===== src/rtl/trace_acc_pkg.sv =====
`timescale 1ns/1ps
package trace_acc_pkg;

    typedef enum logic [1:0] {
        RES_ALLOW   = 2'd0,
        RES_UNDEF   = 2'd1,
        RES_TRAP    = 2'd2,
        RES_NOMATCH = 2'd3
    } acc_res_e;

    typedef enum logic [1:0] {
        LVL0 = 2'd0,
        LVL1 = 2'd1,
        LVL2 = 2'd2,
        LVL3 = 2'd3
    } exc_lvl_e;

    localparam int        ENC_W      = 16;
    localparam int        CLASS_W    = 6;
    localparam logic [CLASS_W-1:0] TRAP_CLASS = 6'h18;

endpackage


===== src/rtl/enc_match.sv =====
`timescale 1ns/1ps
module enc_match #(
    parameter int                 W         = 16,
    parameter logic [W-1:0]       MATCH_ENC = 16'b10_001_0000_0000_111
) (
    input  logic [W-1:0] enc,
    output logic         hit
);
    always_comb begin
        hit = (enc == MATCH_ENC);
    end
endmodule


===== src/rtl/trap_arbiter.sv =====
`timescale 1ns/1ps
module trap_arbiter
    import trace_acc_pkg::*;
#(
    parameter bit EL3_PRIO = 1'b1
) (
    input  logic     hit,
    input  exc_lvl_e lvl,
    input  logic     is_write,
    input  logic     halted,
    input  logic     el2_en,
    input  logic     el3_here,
    input  logic     t1,
    input  logic     t2,
    input  logic     t3,
    input  logic     fgt_en,
    input  logic     sdis,
    input  logic     frd,
    input  logic     fwr,
    output acc_res_e res,
    output logic [1:0] tgt
);
    logic ovr;
    logic fgt_hit;
    logic dbg_block;

    always_comb begin
        dbg_block = halted && sdis;
        ovr       = EL3_PRIO && dbg_block && el3_here && t3;
        fgt_hit   = el2_en && (!el3_here || fgt_en) && (is_write ? fwr : frd);
    end

    always_comb begin
        res = RES_ALLOW;
        tgt = 2'd0;
        unique case (lvl)
            LVL0: res = RES_UNDEF;
            LVL1: begin
                if (ovr) begin
                    res = RES_UNDEF;
                end else if (t1) begin
                    res = RES_TRAP; tgt = 2'd1;
                end else if (el2_en && t2) begin
                    res = RES_TRAP; tgt = 2'd2;
                end else if (fgt_hit) begin
                    res = RES_TRAP; tgt = 2'd2;
                end else if (el3_here && t3) begin
                    if (dbg_block) res = RES_UNDEF;
                    else begin res = RES_TRAP; tgt = 2'd3; end
                end
            end
            LVL2: begin
                if (ovr) begin
                    res = RES_UNDEF;
                end else if (t2) begin
                    res = RES_TRAP; tgt = 2'd2;
                end else if (el3_here && t3) begin
                    if (dbg_block) res = RES_UNDEF;
                    else begin res = RES_TRAP; tgt = 2'd3; end
                end
            end
            LVL3: begin
                if (t3) begin
                    res = RES_TRAP; tgt = 2'd3;
                end
            end
        endcase
        if (!hit) begin
            res = RES_NOMATCH;
            tgt = 2'd0;
        end
    end
endmodule


===== src/rtl/feat_reg.sv =====
`timescale 1ns/1ps
module feat_reg #(
    parameter int            FW   = 4,
    parameter logic [FW-1:0] CAPS = 4'h3
) (
    input  logic          clk,
    input  logic          rst_n,
    input  logic          commit,
    input  logic [FW-1:0] wfield,
    output logic [FW-1:0] ctl
);
    logic          load;
    logic [FW-1:0] ctl_q;

    generate
        if (CAPS != '0) begin : g_live
            assign load = commit;
        end else begin : g_rsvd
            assign load = 1'b0;
            AST_RSVD_ZERO: assert property (@(posedge clk) disable iff (!rst_n)
                ctl == '0);
        end
    endgenerate

    always_ff @(posedge clk or negedge rst_n) begin
        if (!rst_n)    ctl_q <= '0;
        else if (load) ctl_q <= wfield;
    end

    assign ctl = ctl_q;

    AST_HOLD_NO_LOAD: assert property (@(posedge clk) disable iff (!rst_n)
        !commit |=> $stable(ctl));
endmodule


===== src/rtl/trace_access_ctl.sv =====
`timescale 1ns/1ps
module trace_access_ctl
    import trace_acc_pkg::*;
#(
    parameter int         REG_W    = 64,
    parameter int         FW       = 4,
    parameter logic [3:0] IMPL_CAPS = 4'h3,
    parameter bit         EL3_PRIO = 1'b1
) (
    input  logic        clk,
    input  logic        rst_n,
    input  logic        req_valid,
    input  logic [1:0]  req_op0,
    input  logic [2:0]  req_op1,
    input  logic [3:0]  req_crn,
    input  logic [3:0]  req_crm,
    input  logic [2:0]  req_op2,
    input  logic        req_write,
    input  logic [63:0] req_wdata,
    input  logic [1:0]  cur_el,
    input  logic        halted,
    input  logic        el2_enabled,
    input  logic        el3_present,
    input  logic        el1_trc_trap,
    input  logic        el2_trc_trap,
    input  logic        el3_trc_trap,
    input  logic        fgt_enable,
    input  logic        sec_dbg_off,
    input  logic        fgt_rd_trap,
    input  logic        fgt_wr_trap,
    output logic [1:0]  result,
    output logic [1:0]  trap_el,
    output logic [5:0]  syndrome_ec,
    output logic [63:0] rdata
);
    localparam int LOW_W = 2 * FW;
    localparam int UP_W  = REG_W - LOW_W;
    localparam logic [ENC_W-1:0] TARGET = 16'b10_001_0000_0000_111;

    logic [ENC_W-1:0] enc;
    logic             hit;
    acc_res_e         arb_res;
    logic [1:0]       arb_tgt;
    logic             commit;
    logic [FW-1:0]    ctl;
    logic [REG_W-1:0] image;

    assign enc = {req_op0, req_op1, req_crn, req_crm, req_op2};

    enc_match #(.W(ENC_W), .MATCH_ENC(TARGET)) u_match (
        .enc (enc),
        .hit (hit)
    );

    trap_arbiter #(.EL3_PRIO(EL3_PRIO)) u_arb (
        .hit      (hit),
        .lvl      (exc_lvl_e'(cur_el)),
        .is_write (req_write),
        .halted   (halted),
        .el2_en   (el2_enabled),
        .el3_here (el3_present),
        .t1       (el1_trc_trap),
        .t2       (el2_trc_trap),
        .t3       (el3_trc_trap),
        .fgt_en   (fgt_enable),
        .sdis     (sec_dbg_off),
        .frd      (fgt_rd_trap),
        .fwr      (fgt_wr_trap),
        .res      (arb_res),
        .tgt      (arb_tgt)
    );

    assign commit = req_valid && req_write && (arb_res == RES_ALLOW);

    feat_reg #(.FW(FW), .CAPS(IMPL_CAPS[FW-1:0])) u_reg (
        .clk    (clk),
        .rst_n  (rst_n),
        .commit (commit),
        .wfield (req_wdata[LOW_W-1:FW]),
        .ctl    (ctl)
    );

    assign image = {{UP_W{1'b0}}, ctl, IMPL_CAPS[FW-1:0]};

    always_comb begin
        result      = arb_res;
        trap_el     = 2'd0;
        syndrome_ec = '0;
        rdata       = '0;
        if (arb_res == RES_TRAP) begin
            trap_el     = arb_tgt;
            syndrome_ec = TRAP_CLASS;
        end
        if (arb_res == RES_ALLOW && !req_write) begin
            rdata = image;
        end
    end

    AST_NOMATCH_CODE: assert property (@(posedge clk) disable iff (!rst_n)
        (enc != TARGET) |-> (result == 2'd3 && rdata == '0));
    AST_EL0_UNDEF: assert property (@(posedge clk) disable iff (!rst_n)
        (enc == TARGET && cur_el == 2'd0) |-> (result == 2'd1));
    AST_DBG_OVERRIDE: assert property (@(posedge clk) disable iff (!rst_n)
        (EL3_PRIO && enc == TARGET && (cur_el == 2'd1 || cur_el == 2'd2) && halted
         && el3_present && sec_dbg_off && el3_trc_trap) |-> (result == 2'd1));
    AST_EL3_NO_UNDEF: assert property (@(posedge clk) disable iff (!rst_n)
        (enc == TARGET && cur_el == 2'd3) |-> (result != 2'd1));
    AST_TRAP_CLASS: assert property (@(posedge clk) disable iff (!rst_n)
        (result == 2'd2) |-> (syndrome_ec == 6'h18 && trap_el != 2'd0));
    AST_UPPER_ZERO: assert property (@(posedge clk) disable iff (!rst_n)
        rdata[REG_W-1:LOW_W] == '0);
    AST_BLOCKED_WRITE: assert property (@(posedge clk) disable iff (!rst_n)
        (req_valid && req_write && result != 2'd0) |=> $stable(ctl));
endmodule


===== config.mk =====
export PLATFORM = sky130hd
export DESIGN_NAME = trace_access_ctl
export DESIGN_NICKNAME = d
export VERILOG_FILES = /design/src/rtl/trace_acc_pkg.sv /design/src/rtl/enc_match.sv /design/src/rtl/trap_arbiter.sv /design/src/rtl/feat_reg.sv /design/src/rtl/trace_access_ctl.sv
export SDC_FILE = /design/constraint.sdc
export NUM_CORES = 1
export LEC_CHECK = 0
export ABC_AREA = 1
export BUFFER_PORTS_ARGS = -buffer_cell sky130_fd_sc_hd__buf_2
export CAP_MARGIN = 15
export CORE_MARGIN = 3
export CORE_UTILIZATION = 26
export DETAILED_ROUTE_END_ITERATION = 8
export GPL_ROUTABILITY_DRIVEN = 0
export PLACE_DENSITY = 0.78
export SYNTH_ARGS = -nofsm -noshare
export SYNTH_HDL_FRONTEND = slang
export SYNTH_SLANG_ARGS = --single-unit
export TNS_END_PERCENT = 100

===== constraint.sdc =====
create_clock -name clk -period 0.96 [get_ports clk]
set_input_delay 0.096 -clock clk [delete_from_list [all_inputs] [get_ports clk]]
set_output_delay 0.096 -clock clk [all_outputs]
set_load 0.01 [all_outputs]

==> summary.txt <==
Yosys
  – Register area share after synthesis: 9.45%
  – Top post-synthesis cells by area: buf_4 45%, nand2_1 10%, dfrtp_1 9.4%
  – Yosys top cell by area: buf_4
  – #FFs+latches synth: 4
  – Post-synth EDFFs: 0
  – Ys async rst share: 100%
  – Yosys cell types: 18
  – Post-synth top flop: dfrtp_1
  – Mapped Area: 1060 sq um
  – YS warnings: 0
  – Mapped Avg Cell Area: 6.54 sq um
  – Post-synthesis cell count: 162
  – Synth top cells by count: 64 x buf_4, 29 x nand2_1, 20 x inv_1
  – Cell with the most instances after synthesis: buf_4
  – Top cell type's share of synthesized area: 45.3%

Clock network
  – CTS tree: yes
  – Clock Pin Slew Worst Setup and Hold Paths: 0.03 ns
  – CTS sink cnt: 4
  – Root Buffer: clkbuf_8
  – Clk Latency, worst-skew pair: 0.21 ns
  – Num CTS Buffers: 3
  – Clock buffer depth: 2
  – CTS H-tree depth: 1

Timing
  – Setup TNS Final: -3.55 ns
  – FMAX: 819 MHz
  – PnR worst setup slack: -0.262 ns
  – Hold Worst Slack: 0.129 ns
  – Final hold vios: 0
  – RSZ-0062 raised after global routing: true
  – Final setup skew: 0 ns
  – Post-route clock period utilization: 127%
  – Crit path time final: 1.22 ns
  – Final setup fails: 16
  – Final Max Slew Viols: 0

Finish
  – Layout cell share with drive strength beyond 1: 53.5%
  – Largest register FFs: 4
  – Area grow syn2layout: 56.0%
  – # diodes: 0
  – Design area: 1650 sq um
  – Nets: 328

Worst setup path
  – Crit path max fanout: 5
  – Critical path startpoint category: primary input
  – Reg-to-Reg Start: u_reg.ctl[0]
  – Crit end category: output pin
  – Critical Path AT: 1.13 ns
  – WP data required: 0.86 ns
  – Crit Path Class: primary input to output pin
  – Critical Path Source: req_crm[2]

Global routing
  – GRT Overall Usage: 9.19%
  – Gr ovfl total: 0
  – Initial antenna violation count: 0
  – First-pass GRT wire length: 3.81 mm
  – Largest net degree at the start of global routing: 6
  – Vias in the first global route: 893

Route
  – DRC viols: 0
  – Top layer in use: met3
  – WL final: 2.51 mm
  – Total iterations of the first detailed-routing run: 4
  – Initial DRC Count: 9
  – Post-DR wirelength/cell: 9.03 um
  – WL met3: 314 um
  – DR vias/cell: 3.55
  – DR WL met2: 1.38 mm
  – Via count: 986
  – Post-route ant nets: 0
  – Wl on met1: 819 um

Placement
  – IO Port Bufs: 47
  – DPL Wire Length: 2.11 mm
  – Placed cell area: 1250 sq um
  – Post-place setup slack: -0.323 ns

Pwr
  – Peak VDD IR: 0.245 mV
  – PD cells: 611 nW/um^2
  – Leakage: 0.923 nW

Run status
  – Failing checks: setup timing
  – Status: finished, violations left

Run
  – Max Cap Viol: 0

Floorplan
  – Die Area: 4880 sq um
  – DIE HEIGHT: 69.8 um
  – Starting density of the core: 27.9%
  – Die X: 69.8 um
  – Rows: 22
  – I/O pin cnt: 170
  – CORE AREA: 3800 sq um

Worst hold path
  – HP Start: req_wdata[4]
  – Hold WC Path Type: primary input to flop
[through the flow]
stage / total power [W] / util [%] / instances
after floorplan: 0.000593 / - / 223
after global placement: 0.000548 / 33.0 / 267
after detailed placement: 0.000554 / 33.0 / 267
after CTS: 0.000973 / 40.2 / 274
after global routing: 0.00107 / 43.5 / 278
final: 0.00101 / 43.5 / 278
[area by class of cell]
cell class | instances | area, sq um
clock buffer | 3 | 41.3
fill | 375 | 2150
inverter | 23 | 101
multi-input combinational | 132 | 792
sequential | 4 | 100
tap | 48 | 60.1
timing repair buffer | 68 | 558
[worst max-delay path: stages]
cell     delay (ns)
buf_2          0.11
nor2_4         0.07
nand2_2        0.07
nor2_4         0.11
nand2_2        0.08
nor2_4         0.20
nand3_4        0.14
nor2_2         0.12
buf_2          0.13
[worst paths after layout]
kind,end,slack [ns],depth (start not counted)
max reg2reg,u_reg.ctl[0],0.35,2
max,rdata[7],-0.26,9
min in group asynchronous,u_reg.ctl[1],0.21,2
min reg2reg,u_reg.ctl[2],0.48,2
max in group asynchronous,u_reg.ctl[2],0.63,2
min,u_reg.ctl[0],0.13,3
[layout by cell type, fill, tap and decap left out, drive strengths merged]
cell	instances
buf	67
conb	62
nand2	33
inv	22
nor2	17
nand3	8
a21oi	6
nand4	5
dfrtp	4
clkbuf	3
clkinv	1
or2	1
dlygate4sd3	1
[per-layer routing]
metal | up-vias | global-route usage [%]
met5 | - | 0
met4 | 0 | 1.91
met3 | 0 | 2.75
met2 | 63 | 16.4
met1 | 425 | 10.8
li1 | 498 | -
[cell families after synthesis]
family | after synthesis | synth area share (%)
buffers and inverters | 87 | 53.6
other | 1 | 0.354
flip-flops | 4 | 9.45
AND/OR/NAND/NOR | 64 | 31.6
AO/OA/AOI/OAI | 6 | 4.96
[power by group]
part / switching (W) / leakage [nW] / internal (W) / total [W]
registers: 0.0000000105 / 0.0559 / 0.000170 / 0.000170
clock network: 0.0000796 / 0.0216 / 0.000267 / 0.000346
logic: 0.000288 / 0.845 / 0.000206 / 0.000494
[repair_timing]
item	in CTS	in global routing
buffers inserted	3	4
gates cloned	0	0
resized for setup	45	25
pin swaps	17	20
endpoints found under the setup margin	16	16
hold buffers	1	0
hold endpoints to repair	4	0
Note: power is estimated with default switching activity, not from simulation.
